**src/rtl/bus_tick_div_pkg.sv**
```systemverilog
package bus_tick_div_pkg;
   // fixed prescaler: divide by 2**PRE_LOG2
   localparam int PRE_LOG2 = 2;

   // width of the power-of-two stage counter for an exponent of ew bits
   function automatic int pow2_cnt_width(input int ew);
      int w;
      w = (1 << ew) - 1;
      if (w < 1) w = 1;
      return w;
   endfunction
endpackage

```
**src/rtl/btd_stage.sv**
```systemverilog
module btd_stage #(
   parameter int W = 2
) (
   input  logic         clk_i,
   input  logic         rst_ni,
   input  logic         clear_i,
   input  logic         adv_i,
   input  logic [W-1:0] limit_i,
   output logic         zero_o,
   output logic         term_o
);
   logic [W-1:0] cnt_q;

   if (W < 1) begin : g_bad_width
      $error("btd_stage: W must be at least 1");
   end

   always_ff @(posedge clk_i or negedge rst_ni) begin
      if (!rst_ni)
         cnt_q <= '0;
      else if (clear_i)
         cnt_q <= '0;
      else if (adv_i)
         cnt_q <= term_o ? '0 : cnt_q + W'(1);
   end

   assign term_o = (cnt_q == limit_i);
   assign zero_o = (cnt_q == '0);


   no_overflow_chk: assert property (@(posedge clk_i) disable iff (!rst_ni)
      cnt_q <= limit_i);
endmodule

```
**src/rtl/btd_readback.sv**
```systemverilog
module btd_readback #(
   parameter int TW = 8,
   parameter int EW = 3,
   parameter int DW = 19
) (
   input  logic [TW-1:0] m_i,
   input  logic [EW-1:0] e_i,
   input  logic          valid_i,
   output logic [DW-1:0] div_o
);
   import bus_tick_div_pkg::*;

   logic [DW-1:0] lin;

   always_comb begin
      lin   = DW'({m_i, 2'b00}) + DW'(1);
      div_o = valid_i ? (lin << (int'(e_i) + PRE_LOG2)) : '0;
   end
endmodule

```
**src/rtl/bus_tick_divider.sv**
```systemverilog
module bus_tick_divider #(
   parameter  int TW = 8,
   parameter  int EW = 3,
   localparam int DW = bus_tick_div_pkg::PRE_LOG2 + TW + 2 + (1 << EW) - 1
) (
   input  logic          clk_i,
   input  logic          rst_ni,
   input  logic          run_en_i,
   input  logic [TW-1:0] msg_time_i,
   input  logic [TW-1:0] addr_time_i,
   input  logic [EW-1:0] div_exp_i,
   output logic          tick_o,
   output logic [DW-1:0] divisor_o
);
   import bus_tick_div_pkg::*;

   localparam int LW = TW + 2;
   localparam int PW = pow2_cnt_width(EW);

   if (TW < 1 || TW > 16) begin : g_bad_tw
      $error("bus_tick_divider: TW out of range");
   end
   if (EW < 0 || EW > 4) begin : g_bad_ew
      $error("bus_tick_divider: EW out of range");
   end

   logic          match, run, start;
   logic [TW-1:0] m_sh;
   logic [EW-1:0] e_sh;
   logic          z0, z1, z2, t0, t1, t2;
   logic [LW-1:0] lim1;

   assign match = (msg_time_i == addr_time_i);
   assign run   = run_en_i && match;
   assign start = z0 && z1 && z2;

   // settings are captured only while stopped or in period state 0
   always_ff @(posedge clk_i or negedge rst_ni) begin
      if (!rst_ni) begin
         m_sh <= '0;
         e_sh <= '0;
      end else if (!run || start) begin
         m_sh <= msg_time_i;
         e_sh <= div_exp_i;
      end
   end

   assign lim1 = {m_sh, 2'b00};

   btd_stage #(.W(PRE_LOG2)) i_pre (
      .clk_i(clk_i), .rst_ni(rst_ni), .clear_i(!run), .adv_i(run),
      .limit_i({PRE_LOG2{1'b1}}), .zero_o(z0), .term_o(t0));

   btd_stage #(.W(LW)) i_lin (
      .clk_i(clk_i), .rst_ni(rst_ni), .clear_i(!run), .adv_i(run && t0),
      .limit_i(lim1), .zero_o(z1), .term_o(t1));

   if (EW > 0) begin : g_pow2
      logic [PW:0]   one_sh;
      logic [PW-1:0] lim2;
      assign one_sh = (PW+1)'(1) << e_sh;
      assign lim2   = PW'(one_sh - (PW+1)'(1));
      btd_stage #(.W(PW)) i_pow (
         .clk_i(clk_i), .rst_ni(rst_ni), .clear_i(!run), .adv_i(run && t0 && t1),
         .limit_i(lim2), .zero_o(z2), .term_o(t2));
   end else begin : g_no_pow2
      assign z2 = 1'b1;
      assign t2 = 1'b1;
   end

   assign tick_o = run && t0 && t1 && t2;

   btd_readback #(.TW(TW), .EW(EW), .DW(DW)) i_rb (
      .m_i(msg_time_i), .e_i(div_exp_i), .valid_i(match), .div_o(divisor_o));

   // ---------------- checks ----------------
   logic [DW-1:0] per_cnt, exp_per;

   btd_readback #(.TW(TW), .EW(EW), .DW(DW)) i_rb_sh (
      .m_i(m_sh), .e_i(e_sh), .valid_i(1'b1), .div_o(exp_per));

   always_ff @(posedge clk_i or negedge rst_ni) begin
      if (!rst_ni)
         per_cnt <= '0;
      else if (!run || tick_o)
         per_cnt <= '0;
      else
         per_cnt <= per_cnt + DW'(1);
   end


   period_len_chk: assert property (@(posedge clk_i) disable iff (!rst_ni)
      tick_o |-> per_cnt == exp_per - DW'(1));


   single_tick_chk: assert property (@(posedge clk_i) disable iff (!rst_ni)
      tick_o |=> !tick_o);


   restart_quiet_chk: assert property (@(posedge clk_i) disable iff (!rst_ni)
      !run |=> !tick_o);
endmodule

```
**config.mk**
```make
export PLATFORM = sky130hd
export DESIGN_NAME = bus_tick_divider
export DESIGN_NICKNAME = d
export VERILOG_FILES = /design/src/rtl/bus_tick_div_pkg.sv /design/src/rtl/btd_stage.sv /design/src/rtl/btd_readback.sv /design/src/rtl/bus_tick_divider.sv
export SDC_FILE = /design/constraint.sdc
export NUM_CORES = 1
export LEC_CHECK = 0
export BUFFER_PORTS_ARGS = -buffer_cell sky130_fd_sc_hd__clkbuf_2
export CAP_MARGIN = 15
export CORE_UTILIZATION = 40
export DETAILED_ROUTE_END_ITERATION = 8
export GPL_TIMING_DRIVEN = 1
export PLACE_DENSITY_LB_ADDON = 0.1
export SLEW_MARGIN = 20
export SYNTH_ARGS = -nofsm -noshare
export SYNTH_HDL_FRONTEND = slang
export SYNTH_SLANG_ARGS = --single-unit
```
**constraint.sdc**
```tcl
create_clock -name clk_i -period 3.2 [get_ports clk_i]
set_clock_uncertainty 0.2 [all_clocks]
set_input_delay 0.64 -clock clk_i [delete_from_list [all_inputs] [get_ports clk_i]]
set_output_delay 0.64 -clock clk_i [all_outputs]
set_load 0.1 [all_outputs]
```
After elaboration in Yosys (flattened, before gate mapping)
Index checks and enable logic that the tools add are counted.
{"block": "totals", "reg_bits": 30}
{"block": "classes", "n_addsub": 6, "n_eq_ne": 6, "shifts": 2, "muxes": 9, "n_reduce_logical": 11}
{"cell": "$shl A19 B32 Y19", "n": 1}
{"cell": "$mux W10", "n": 3}
{"cell": "$mux W7", "n": 3}
{"cell": "$mux W19", "n": 1}
{"cell": "$add A10 B1 Y11 const B", "n": 1}
{"cell": "$add A10 B1 Y10 const B", "n": 1}
{"cell": "$eq A10 B10 Y1", "n": 1}
{"cell": "$logic_not A10 Y1", "n": 1}
{"cell": "$eq A8 B8 Y1", "n": 1}
{"cell": "$add A7 B1 Y7 const B", "n": 1}
{"cell": "$eq A7 B7 Y1", "n": 1}
{"cell": "$logic_not A7 Y1", "n": 1}
{"cell": "$shl A1 B3 Y7 const A", "n": 1}
{"cell": "$sub A7 B1 Y7 const B", "n": 1}
{"cell": "$logic_and A1 B1 Y1", "n": 6}
{"cell": "$add A3 B2 Y4 const B", "n": 1}
{"cell": "$mux W2", "n": 2}
{"cell": "$ne A2 B1 Y1 const B", "n": 2}
{"cell": "$add A2 B1 Y2 const B", "n": 1}
{"cell": "$eq A2 B2 Y1 const B", "n": 1}
{"cell": "$logic_not A2 Y1", "n": 1}
{"cell": "$logic_not A1 Y1", "n": 1}
{"cell": "$logic_or A1 B1 Y1", "n": 1}

Longest topological paths before layout
Gate-level depths: netlist of the first run.
{"block": "depth", "word_depth": 6, "mapped_depth": 8, "mapped_depth_nobuf": 7}

Hierarchy
From an unflattened synthesis of the first run, not the netlist that was laid out.
{"block": "hier_totals", "hier_cells": 303, "area_unflattened_um2": 2667.6}
{"module": "btd_stage (i_lin)", "n_inst": 1, "cells_each": 92, "area_each_um2": 784.5, "seq_area_each_um2": 250.2}
{"module": "bus_tick_divider", "n_inst": 1, "cells_each": 53, "area_each_um2": 665.6, "seq_area_each_um2": 275.3}
{"module": "btd_readback", "n_inst": 1, "cells_each": 92, "area_each_um2": 614.3, "seq_area_each_um2": 0.0}
{"module": "btd_stage (g_pow2.i_pow)", "n_inst": 1, "cells_each": 53, "area_each_um2": 476.7, "seq_area_each_um2": 175.2}
{"module": "btd_stage (i_pre)", "n_inst": 1, "cells_each": 13, "area_each_um2": 126.4, "seq_area_each_um2": 50.0}

Worst setup path before layout of the first run
OpenSTA, ideal clock, no wires.
{"block": "synth_timing", "path_type": "input-to-output", "startpoint": "input div_exp_i[0]", "endpoint": "output divisor_o[12]", "t_arrival_ns": 3.864, "t_required_ns": 2.360, "setup_slack_ns": -1.504, "stages": 5, "n_path_buf": 2, "cell_sequence": "clkbuf_1 -> buf_1 -> mux2i_1 -> a211oi_1 -> a211oi_1"}
{"block": "synth_via", "elab_chain_cells": 3}
{"item": "start: declaration", "line": "bus_tick_divider.sv:11", "text": "input logic [EW-1:0] div_exp_i,"}
{"item": "$add A3 B2 Y4", "line": "btd_readback.sv:17", "text": "div_o = valid_i ? (lin << (int'(e_i) + PRE_LOG2)) : '0;"}
{"item": "$shl A19 B32 Y19", "line": "btd_readback.sv:17"}
{"item": "$mux W19", "line": "btd_readback.sv:17"}
{"item": "end: declaration", "line": "bus_tick_divider.sv:13", "text": "output logic [DW-1:0] divisor_o"}
Every way passes these cells.

Worst setup path in the final report of the first run
{"block": "layout_timing", "startpoint": "input div_exp_i[1]", "endpoint": "output divisor_o[8]"}
Same word-level chain as after synthesis.

==> results of run 1 <==
-- layer usage --
| layer | share of wire (%) | global-route usage, % |
|---|---|---|
| met1 | 51 | 32.8 |
| met2 | 44 | 31.5 |
| met3 | 3.6 | 3.89 |
| met4 | 0.97 | 5.09 |
| met5 | 0 | 0 |
-- area by class of cell --
class	instances	area (µm²)	area share (%)
Multi-Input combinational cell	227	1660	51.2
Sequential cell	30	751	23.1
Timing Repair Buffer	55	611	18.8
Tap cell	72	90.1	2.77
Clock buffer	7	86.3	2.65
Inverter	12	45.0	1.39
Clock inverter	1	5.00	0.154
-- cell usage after synthesis, types with 2 or more instances --
cell type                  number
sky130_fd_sc_hd__nand4b_1       7
sky130_fd_sc_hd__or2_2          2
sky130_fd_sc_hd__xor2_1        13
sky130_fd_sc_hd__inv_1         12
sky130_fd_sc_hd__a22oi_1        4
sky130_fd_sc_hd__nor2_1        30
sky130_fd_sc_hd__mux2_2         3
sky130_fd_sc_hd__a31oi_1        3
sky130_fd_sc_hd__nand4_1        6
sky130_fd_sc_hd__nor4_1         2
sky130_fd_sc_hd__nor4_4         2
sky130_fd_sc_hd__and2_1         3
sky130_fd_sc_hd__nand3_1        8
sky130_fd_sc_hd__o21ai_0       20
sky130_fd_sc_hd__a21oi_1       21
sky130_fd_sc_hd__and4_1         2
sky130_fd_sc_hd__ha_1           7
sky130_fd_sc_hd__o22a_1         2
sky130_fd_sc_hd__clkbuf_1      13
sky130_fd_sc_hd__mux2_4        10
sky130_fd_sc_hd__buf_2          2
sky130_fd_sc_hd__dfrtp_1       30
sky130_fd_sc_hd__a211oi_1       2
sky130_fd_sc_hd__nand2_1       29
sky130_fd_sc_hd__nor3_1         8
sky130_fd_sc_hd__or4b_1         2
sky130_fd_sc_hd__and3_1         6
sky130_fd_sc_hd__nor2b_1        4
sky130_fd_sc_hd__mux2i_1       12
sky130_fd_sc_hd__nand2b_1       3
sky130_fd_sc_hd__xnor2_1        4
-- final timing paths --
path                                            start                     to  slack, ns  depth (start not counted)
worst max-delay path                     div_exp_i[1]           divisor_o[8]       0.13                          7
max in group asynchronous                      rst_ni                m_sh[4]       2.09                          1
worst min-delay path                           rst_ni  g_pow2.i_pow.cnt_q[2]       0.22                          1
worst min register to register         i_pre.cnt_q[0]         i_pre.cnt_q[0]       0.27                          1
worst max register to register  g_pow2.i_pow.cnt_q[0]                m_sh[6]       0.27                          6
min in group clk_i                     i_pre.cnt_q[0]         i_pre.cnt_q[0]       0.27                          1
-- flip-flops by register name, indices dropped and copies added, names as in the netlist --
| name | cells |
|---|---|
| e_sh | 3 |
| g_pow2.i_pow.cnt_q | 7 |
| i_lin.cnt_q | 10 |
| i_pre.cnt_q | 2 |
| m_sh | 8 |
-- metrics by stage --
step | power (mW) | utilization [%]
global placement | 0.574 | 56.0
detailed placement | 0.575 | 56.0
global route | 0.924 | 57.6
finish | 0.882 | 57.6
CTS | 0.893 | 57.6
floorplan | 0.515 | -
-- power groups by stage --
stage                     combinational [mW]  clock (mW)  sequential [mW]
final                                  0.174       0.314            0.395
after global routing                   0.191       0.337            0.395
after CTS                              0.174       0.325            0.395
after detailed placement               0.173           0            0.402
after global placement                 0.173           0            0.402
after floorplan                        0.116           0            0.398
-- layout by cell type, fill, tap and decap left out, drive strengths merged, types with 8 or more instances in the layout --
| cell type | count |
|---|---|
| dfrtp | 30 |
| mux2i | 12 |
| a21oi | 21 |
| nand3 | 8 |
| xor2 | 13 |
| o21ai | 20 |
| clkbuf | 28 |
| nand2 | 29 |
| inv | 12 |
| buf | 34 |
| mux2 | 13 |
| nor3 | 8 |
| nor2 | 30 |
-- logic make-up (layout without fill, tap and decap cells) --
group / count (synthesis) / in the layout
buffers and inverters: 29 / 75
XOR/XNOR: 17 / 17
flip-flops: 30 / 30
adder cells (fa/ha/maj): 7 / 7
multiplexers: 25 / 25
AND/OR/NAND/NOR: 119 / 119
AO/OA/AOI/OAI: 59 / 59
==> out/results.env, run 1 <==
CTS_RESIZED=0
POSTROUTEANTENNANETS=0
POST_SYNTH_TOP_AREA_SHARE_PCT=31.1
CLOCK_SINKS=30
LAYOUT.CELL_AREA.NON_FILLER_UM2=3250
IR_WORST_VDD_mV=0.213
CLKSLEWWORSTSETUPHOLDPATHS_NS=0.06
POWER.SHARE.SWITCHING_PCT=28.5
GLOBALROUTE.TOTALOVERFLOW=0
SYNTH_AREA_PER_CELL_UM2=8.43
HTREE_NUM_LEVELS=2
PLACED_CELL_AREA_UM2=3160
P_INT_uW=631
WORST-PATH-MAX-FANOUT=12
CPPEAKSTAGEDELAY_NS=0.34
POSTROUTEWIRELENGTH_UM=6260
GRT_PASS1_VIAS=2117
POSTCTSSETUPBUFFERS=0
SYNTH_COMPOUND_AREA_SHARE_PCT=14.4
LAYOUT_NET_COUNT=360
POWER_FRAC_CLOCK_PCT=35.6
SYNTH-EDFF-COUNT=0
CTS_ROOT_BUFFER='sky130_fd_sc_hd__clkbuf_8'
NETLIST_AREA_UM2=2410
TRACK_USAGE_PCT=21.7
CELL_WITH_THE_LARGEST_STAGE_DELAY_ON_THE_WORST_PATH='sky130_fd_sc_hd__ha_1'
SYNTH_MUX_AREA_SHARE_PCT=12.6
PERIOD_NEEDED_NS=3.07
HOLD_VIOL_FINAL=0
SYNTH_NETS=315
SYNTH-SEQ-AREA-SHARE_PCT=31.1
POWER_FRAC_COMB_PCT=19.7
VIAS=2230
MAXIMUM_NUMBER_OF_PINS_ON_ONE_NET_BEFORE_GLOBAL_ROUTE_REPAIR=31
ANTENNA_FOUND_INITIAL=0
PLACE.PORT_BUFFERS=41
POWER_LEAKAGE_nW=1.37
GRT_FIRST_PASS_WIRELENGTH_UM=10700
VERTICAL_DIE_DIMENSION_UM=79.6
TIMING_MAX_TRANSITION_VIOLATIONS_FINAL=0
MAX_CLOCK_FREQ_GHz=0.326
DIE-AREA_UM2=6340
GRT_SETUP_UNREPAIRED='true'
CRIT_REQUIRED_NS=2.36
INITIAL_CORE_UTIL_PCT=42.7
RESULT_OF_THE_RUN='completed'
FILLERS=479
SYNTHESIS.YOSYS.WARNINGS=0
MIN_PERIOD_OVER_PERIOD_PCT=95.9
TOTAL_INSERTED_ANTENNA_CELLS=0
YS_ASYNC_SR_FRACTION_PCT=100
POST_SYNTH_INST_COUNT=286
CTS_BUFFERS=5
LAYOUT.CELLS.NON_FILLER=404
WORST_MAX_SLEW_PIN_SLEW_NS=0.763
WORST_SETUP_PATH_END_KIND='primary output'
DRC=0
CP_NUM_BUF_INV=3
SUM_OF_NEGATIVE_SETUP_SLACK_NS=0
TOP_LEVEL_PORT_COUNT=42
YOSYS.AREA.TOP_TYPE='sky130_fd_sc_hd__dfrtp_1'
POWER_DENSITY_OVER_THE_CELLS_nW_PER_UM2=271
MAX_CAP_VIOL_COUNT=0
DOMINANT_COMBINATIONAL_CELL_FAMILY_BY_AREA_AFTER_SYNTHESIS='simple AND/OR/NAND/NOR gates'
SYNTH_FA_HA_AREA_SHARE_PCT=3.63
MAX-CLOCK-PATH-BUFFERS=2
CHIPWIDTH_UM=79.6
WORSTPATHARRIVAL_NS=2.23
HPWL_AFTER_DPL_UM=4830
TIMING.HOLD.WORST.CLASS='in2async'
SETUP_VIOLATIONS=0
CRITICAL_PATH_CLASS='in2out'
YOSYS_REGISTER_BITS=30
SYNTH_TOP_CELLS_BY_AREA='sky130_fd_sc_hd__dfrtp_1, sky130_fd_sc_hd__mux2_4, sky130_fd_sc_hd__mux2i_1, sky130_fd_sc_hd__xor2_1, sky130_fd_sc_hd__nor2_1'
CRIT_CHAIN='clkbuf_2 -> ha_1 -> inv_1 -> nand2_1 -> or2_2 -> a21oi_4 -> buf_12'
CLKLATENCYLATEPIN_NS=0.28
SEQUENTIALPOWERSHARE_PCT=44.7
WIRE_PER_INST_UM=15.5
CRIT_FAMILY='buffers and inverters'
VIASPERCELL=5.52
DRTPASS1ITERATIONS=4
CORE_AREA_UM2=5640
PLACED_CELLS_INCL_TAPS=396
FIN_WS_NS=0.130
ROW_COUNT=27
CTS.HOLD.BUFFERS_ADDED=0
SWITCHING_POWER_uW=251
FINAL_LAYOUT_SIZE_SUFFIX_GT1_SHARE_PCT=30.1
HOLD_SLACK_NS=0.218
SLEW_HEADROOM_PCT=49.1
TRITONCTS='done'
AREA_GROWTH_SYN_TO_LAYOUT_PCT=34.9
NETLIST-CELL-TYPE-COUNT=45
GPL.FINAL_WEIGHTED_CONGESTION=0.868
CRITPATHLAUNCHTYPE='input port'
SYNTH-MAIN-FF-CELL='sky130_fd_sc_hd__dfrtp_1'
SYNTH-SIMPLE-AREA-SHARE_PCT=27.1
DR.FIRST_ITER.DRC_COUNT=122
POST-PLACE-WS_NS=0.136
SYNTHXORXNORAREAFRAC_PCT=6.18
Note: power is estimated with default switching activity, not from simulation.
==> run 2, diff against run 1 <==
--- a/config.mk
+++ b/config.mk
@@ -7,6 +7,7 @@
 export LEC_CHECK = 0
 export BUFFER_PORTS_ARGS = -buffer_cell sky130_fd_sc_hd__clkbuf_2
 export CAP_MARGIN = 15
+export CORE_ASPECT_RATIO = 0.5
 export CORE_UTILIZATION = 40
 export DETAILED_ROUTE_END_ITERATION = 8
 export GPL_TIMING_DRIVEN = 1
==> out/results.env, run 2 (synthesis gave the netlist of run 1 again) <==
WORST-PATH-MAX-FANOUT=9  # -3
WORST_SETUP_PATH_END_KIND='primary output'
HPWL_AFTER_DPL_UM=4840  # +0.20%
CTS.HOLD.BUFFERS_ADDED=0  # unchanged
POSTROUTEANTENNANETS=0  # unchanged
AREA_GROWTH_SYN_TO_LAYOUT_PCT=36.5
WORST_MAX_SLEW_PIN_SLEW_NS=0.751  # -0.0125 ns
P_INT_uW=757  # +20%
CTS_ROOT_BUFFER='sky130_fd_sc_hd__clkbuf_16'
CORE_AREA_UM2=5630  # -0.13%
RESULT_OF_THE_RUN='completed'
MOSTFREQUENTLAYOUTCELLS='sky130_fd_sc_hd__dfrtp_1, sky130_fd_sc_hd__nand2_1, sky130_fd_sc_hd__clkbuf_2, sky130_fd_sc_hd__buf_12'
MAX_CLOCK_FREQ_GHz=0.327  # +0.51%
MOSTFREQUENTLAYOUTCELL='sky130_fd_sc_hd__dfrtp_1'
VIASPERCELL=5.75  # +4.2%
FILLERS=484  # +1.0%
POWER_FRAC_COMB_PCT=16.9  # -2.8 points
MAX-CLOCK-PATH-BUFFERS=2  # unchanged
TRACK_USAGE_PCT=22.9  # +1.2 points
POSTCTSSETUPBUFFERS=0  # unchanged
WIRE_PER_INST_UM=16.4  # +5.5%
CRIT_REQUIRED_NS=2.36  # about the same
TRITONCTS='done'
GRT_SETUP_UNREPAIRED='false'
MAXIMUM_NUMBER_OF_PINS_ON_ONE_NET_BEFORE_GLOBAL_ROUTE_REPAIR=31  # unchanged
CTS_BUFFERS=5  # unchanged
MIN_PERIOD_OVER_PERIOD_PCT=95.5  # -0.48 points
INITIAL_CORE_UTIL_PCT=42.8  # +0.057 points
DIE-AREA_UM2=6360  # +0.31%
LAYOUT_NET_COUNT=357  # -0.83%
VERTICAL_DIE_DIMENSION_UM=56.9  # -29%
CLOCK_SINKS=30  # unchanged
MAX_CAP_VIOL_COUNT=0  # unchanged
LARGEST_REGISTER='i_lin.cnt_q'
LARGEST_REGISTER_FFS=10  # unchanged
WORSTPATHARRIVAL_NS=2.21  # -0.02 ns
FINAL_LAYOUT_SIZE_SUFFIX_GT1_SHARE_PCT=29.4  # -0.76 points
DRTPASS1ITERATIONS=4  # unchanged
PLACE.PORT_BUFFERS=41  # unchanged
DR.FIRST_ITER.DRC_COUNT=83  # -32%
SLEW_HEADROOM_PCT=50.0  # +0.84 points
FIN_WS_NS=0.145  # +0.0154 ns
TOP_LEVEL_PORT_COUNT=42  # unchanged
CLKLATENCYLATEPIN_NS=0.28  # about the same
HOLD_VIOL_FINAL=0  # unchanged
SEQUENTIALPOWERSHARE_PCT=39.0  # -5.7 points
POST-PLACE-WS_NS=0.180  # +0.0443 ns
ROW_COUNT=19  # -30%
PERIOD_NEEDED_NS=3.05  # -0.0154 ns
POSTROUTEWIRELENGTH_UM=6540  # +4.4%
IR_WORST_VDD_mV=0.188  # -12%
GRT_PASS1_VIAS=2309  # +9.1%
REG.LARGEST.LIST='i_lin.cnt_q (10), m_sh (8), g_pow2.i_pow.cnt_q (7)'
WORST-R2R-SETUP-SLACK_NS=0.32  # +0.05 ns
TOTAL_POWER_mW=1.02  # +15%
ANTENNA_FOUND_INITIAL=0  # unchanged
TOTAL_INSERTED_ANTENNA_CELLS=0  # unchanged
DRC=0  # unchanged
TIMING_MAX_TRANSITION_VIOLATIONS_FINAL=0  # unchanged
GRT_FIRST_PASS_WIRELENGTH_UM=11200  # +4.8%
POWER_FRAC_CLOCK_PCT=44.2  # +8.6 points
CRITPATHLAUNCHTYPE='register'
SWITCHING_POWER_uW=261  # +3.7%
GLOBALROUTE.TOTALOVERFLOW=0  # unchanged
POSTLAYOUTCOREUTIL_PCT=58.4  # +0.77 points
POWER_DENSITY_OVER_THE_CELLS_nW_PER_UM2=309  # +14%
CTS_RESIZED=0  # unchanged
POWER_LEAKAGE_nW=1.38  # +1.0%
HOLD_SLACK_NS=0.224  # +0.00557 ns
SETUP_VIOLATIONS=0  # unchanged
HTREE_NUM_LEVELS=2  # unchanged
POWER.SHARE.SWITCHING_PCT=25.6  # -2.9 points
CLKSLEWWORSTSETUPHOLDPATHS_NS=0.05  # about the same
VIAS=2301  # +3.2%
GPL.FINAL_WEIGHTED_CONGESTION=0.862  # -0.61%
TIMING.HOLD.WORST.CLASS='in2async'
CHIPWIDTH_UM=112  # +40%
CRITICAL_PATH_CLASS='reg2out'
run 2: changes by cell type in the layout (fill, tap and decap cells not counted), sizes merged:
| cell | before | now |
|---|---|---|
| clkbuf | 28 | 27 |
| clkinv | 1 | 0 |
| buf | 34 | 31 |
run 2: cell type report:
class                           instances  area [µm²]  share of cell area [%]
Inverter                               12        45.0                    1.37
Clock buffer                            6         139                    4.22
Tap cell                               73        91.3                    2.78
Sequential cell                        30         751                    22.8
Multi-Input combinational cell        227        1660                    50.6
Timing Repair Buffer                   52         601                    18.3
run 2: metrics by stage:
step                setup TNS (ns)  std cells  cell area [µm²]
detailed placement               0        393             3140
global placement                 0        393             3140
finish                           0        400             3290
CTS                              0        399             3280
floorplan                    -1.50        286             2530
global route                     0        400             3290
run 2: final timing paths:
kind	end	start	cells past startpoint
max in group asynchronous	e_sh[0]	rst_ni	1
min in group clk_i	i_pre.cnt_q[0]	i_pre.cnt_q[0]	1
worst min-delay path	i_lin.cnt_q[3]	rst_ni	1
worst min register to register	i_pre.cnt_q[0]	i_pre.cnt_q[0]	1
worst max-delay path	tick_o	e_sh[2]	7
worst max register to register	m_sh[6]	g_pow2.i_pow.cnt_q[0]	6
run 2: power groups by stage:
stage	Combinational (mW)	Sequential [mW]	Clock [mW]
after floorplan	0.116	0.398	0
after global placement	0.169	0.402	0
after detailed placement	0.171	0.402	0
after CTS	0.172	0.396	0.459
after global routing	0.188	0.397	0.472
final	0.172	0.397	0.449
run 2: routing by layer:
metal	track usage, %	routed length, µm	vias up
li1	-	-	1101
met1	28.9	2950	1093
met2	36.5	2970	94
met3	6.80	458	13
met4	10.4	159	0
met5	0	0	-
run 2: worst max-delay path, stage by stage, from the launching register on:
cell	delay [ns]
sky130_fd_sc_hd__dfrtp_1	0.49
sky130_fd_sc_hd__o21ai_0	0.16
sky130_fd_sc_hd__xnor2_1	0.15
sky130_fd_sc_hd__a311oi_1	0.38
sky130_fd_sc_hd__nand4_1	0.16
sky130_fd_sc_hd__buf_4	0.20
sky130_fd_sc_hd__nor3_4	0.20
sky130_fd_sc_hd__buf_12	0.20
==> run 3, diff against run 2 <==
--- a/config.mk
+++ b/config.mk
@@ -8,7 +8,7 @@
 export BUFFER_PORTS_ARGS = -buffer_cell sky130_fd_sc_hd__clkbuf_2
 export CAP_MARGIN = 15
 export CORE_ASPECT_RATIO = 0.5
-export CORE_UTILIZATION = 40
+export CORE_UTILIZATION = 35
 export DETAILED_ROUTE_END_ITERATION = 8
 export GPL_TIMING_DRIVEN = 1
 export PLACE_DENSITY_LB_ADDON = 0.1
==> out/results.env, run 3 (synthesis gave the netlist of run 1 again) <==
RESULT_OF_THE_RUN='completed'
TOP_LEVEL_PORT_COUNT=42  # unchanged
DRC=0  # unchanged
TOTAL_INSERTED_ANTENNA_CELLS=0  # unchanged
CHIPWIDTH_UM=119  # +6.8%
DR.FIRST_ITER.DRC_COUNT=84  # +1.2%
CRITPATHLAUNCHTYPE='input port'
MOSTFREQUENTLAYOUTCELLS='sky130_fd_sc_hd__dfrtp_1, sky130_fd_sc_hd__nand2_1, sky130_fd_sc_hd__clkbuf_2'
PERIOD_NEEDED_NS=3.06  # +0.00734 ns
CTS.HOLD.BUFFERS_ADDED=0  # unchanged
POWER_DENSITY_OVER_THE_CELLS_nW_PER_UM2=330  # +6.6%
CTS_BUFFERS=5  # unchanged
POWER_LEAKAGE_nW=1.38  # +0.23%
WORST-PATH-MAX-FANOUT=12  # +3
CLKLATENCYLATEPIN_NS=0.28  # about the same
FINAL_LAYOUT_SIZE_SUFFIX_GT1_SHARE_PCT=29.9  # +0.52 points
AREA_GROWTH_SYN_TO_LAYOUT_PCT=37.7
MIN_PERIOD_OVER_PERIOD_PCT=95.7  # +0.23 points
MULTI_INPUT_AREA_UM2=1670  # +0.30%
CTS_ROOT_BUFFER='sky130_fd_sc_hd__clkbuf_16'
VERTICAL_DIE_DIMENSION_UM=60.7  # +6.7%
CRIT_REQUIRED_NS=2.36  # about the same
GLOBALROUTE.TOTALOVERFLOW=0  # unchanged
REG.LARGEST.LIST='i_lin.cnt_q (10), m_sh (8), g_pow2.i_pow.cnt_q (7)'
GRT_SETUP_UNREPAIRED='false'
DIE-AREA_UM2=7240  # +14%
WORST-R2R-SETUP-SLACK_NS=0.30  # -0.02 ns
WORST_MAX_SLEW_PIN_SLEW_NS=0.753  # +0.00230 ns
WORSTPATHARRIVAL_NS=2.22  # about the same
GPL.FINAL_WEIGHTED_CONGESTION=0.893  # +3.6%
TIMING.HOLD.WORST.CLASS='in2async'
CRITICAL_PATH_CLASS='in2out'
WIRE_PER_INST_UM=15.3  # -6.4%
MOSTFREQUENTLAYOUTCELL='sky130_fd_sc_hd__dfrtp_1'
ENDPOINT_OF_THE_WORST_SETUP_TIMING_PATH='divisor_o[3]'
LAYOUT_NET_COUNT=356  # -0.28%
WORST_SETUP_PATH_END_KIND='primary output'
GRT_PASS1_VIAS=2233  # -3.3%
LARGEST_REGISTER_FFS=10  # unchanged
SLEW_HEADROOM_PCT=49.8  # -0.15 points
IR_WORST_VDD_mV=0.209  # +11%
LARGEST_REGISTER='i_lin.cnt_q'
CLOCK_SINKS=30  # unchanged
FILLERS=589  # +22%
MAX_CLOCK_FREQ_GHz=0.327  # -0.24%
INITIAL_CORE_UTIL_PCT=37.9  # -4.9 points
RR_STARTPOINT='g_pow2.i_pow.cnt_q[0]'
POSTROUTEWIRELENGTH_UM=6370  # -2.7%
ROW_COUNT=20  # +1
POSTLAYOUTCOREUTIL_PCT=52.2  # -6.2 points
HOLD_VIOL_FINAL=0  # unchanged
SETUP_VIOLATIONS=0  # unchanged
TRACK_USAGE_PCT=19.5  # -3.4 points
REG2REG_TO='m_sh[6]'
VIASPERCELL=5.37  # -6.6%
HPWL_AFTER_DPL_UM=4810  # -0.77%
ANTENNA_FOUND_INITIAL=0  # unchanged
TIMING.CRITICAL_PATH.FROM='div_exp_i[1]'
TIMING_MAX_TRANSITION_VIOLATIONS_FINAL=0  # unchanged
REGISTER_AREA_UM2=751  # unchanged
MAX-CLOCK-PATH-BUFFERS=2  # unchanged
POSTROUTEANTENNANETS=0  # unchanged
CORE_AREA_UM2=6360  # +13%
DRTPASS1ITERATIONS=4  # unchanged
CLKSLEWWORSTSETUPHOLDPATHS_NS=0.06  # about the same
TRITONCTS='done'
SUM_OF_NEGATIVE_SETUP_SLACK_NS=0  # unchanged
R2R.WORST_PATH.CELLS=6  # unchanged
GRT_FIRST_PASS_WIRELENGTH_UM=11000  # -2.2%
MAXIMUM_NUMBER_OF_PINS_ON_ONE_NET_BEFORE_GLOBAL_ROUTE_REPAIR=31  # unchanged
PLACED_CELL_AREA_UM2=3150  # +0.20%
LAYOUT.CELL_AREA.NON_FILLER_UM2=3320  # +0.91%
PLACE.PORT_BUFFERS=41  # unchanged
MAX_CAP_VIOL_COUNT=0  # unchanged
VIAS=2234  # -2.9%
HTREE_NUM_LEVELS=2  # unchanged
[run 3: cell types whose count changed in the layout (fill, tap and decap cells not counted)]
cell,change
sky130_fd_sc_hd__clkinv_2,+2
sky130_fd_sc_hd__a22oi_1,-1
sky130_fd_sc_hd__a22oi_2,+1
sky130_fd_sc_hd__buf_12,-1
sky130_fd_sc_hd__bufinv_16,+1
sky130_fd_sc_hd__clkbuf_8,-1
[run 3: where the power goes]
group	leakage, nW	switching [mW]	total [mW]	internal, mW
clock network	0.0836	0.167	0.531	0.364
logic	0.905	0.101	0.169	0.0680
registers	0.394	0.00844	0.395	0.387
total	1.38	0.276	1.09	0.819
[run 3: how the worst min path moves through the flow]
| stage | depth (start not counted) | to | slack [ns] |
|---|---|---|---|
| detailed placement | 1 | i_pre.cnt_q[0] | 0.27 |
| global placement | 1 | i_pre.cnt_q[0] | 0.26 |
| global route | 1 | i_lin.cnt_q[8] | 0.29 |
| floorplan | 0 | e_sh[0] | 0.14 |
| CTS | 1 | i_pre.cnt_q[0] | 0.26 |
| finish | 1 | i_lin.cnt_q[2] | 0.22 |
[run 3: final cells by class]
class	instances	share of cell area (%)
Multi-Input combinational cell	227	50.3
Sequential cell	30	22.6
Timing Repair Buffer	51	17.5
Clock buffer	5	3.77
Tap cell	88	3.32
Inverter	12	1.36
Clock inverter	3	1.21
[run 3: what timing repair did]
item / CTS / global route
buffers inserted: 0 / 0
endpoints found under the setup margin: 0 / 1
gates resized for setup: 0 / 1
[run 3: per-layer routing]
layer,global-route usage (%),up-vias,part of all wire [%]
met2,31.4,73,43
met1,26.5,1045,49
met4,7.14,0,1.7
li1,-,1105,-
met5,0,-,0
met3,4.04,11,5.7
[run 3: critical path: stages]
cell and delay, ns:
sky130_fd_sc_hd__clkbuf_2 0.11, sky130_fd_sc_hd__ha_1 0.31, sky130_fd_sc_hd__inv_1 0.29, sky130_fd_sc_hd__nand4_1 0.40, sky130_fd_sc_hd__nor2_2 0.27, sky130_fd_sc_hd__buf_12 0.20
[run 3: metrics by stage]
step / setup WS, ns / hold slack, ns / power [mW] / instances
after global placement: 0.151 / 0.258 / 0.567 / 408
final: 0.138 / 0.221 / 1.09 / 416
after floorplan: -0.223 / 0.144 / 0.515 / 286
after detailed placement: 0.144 / 0.269 / 0.569 / 408
after global routing: 0.00727 / 0.291 / 1.14 / 416
after CTS: 0.132 / 0.260 / 1.10 / 416
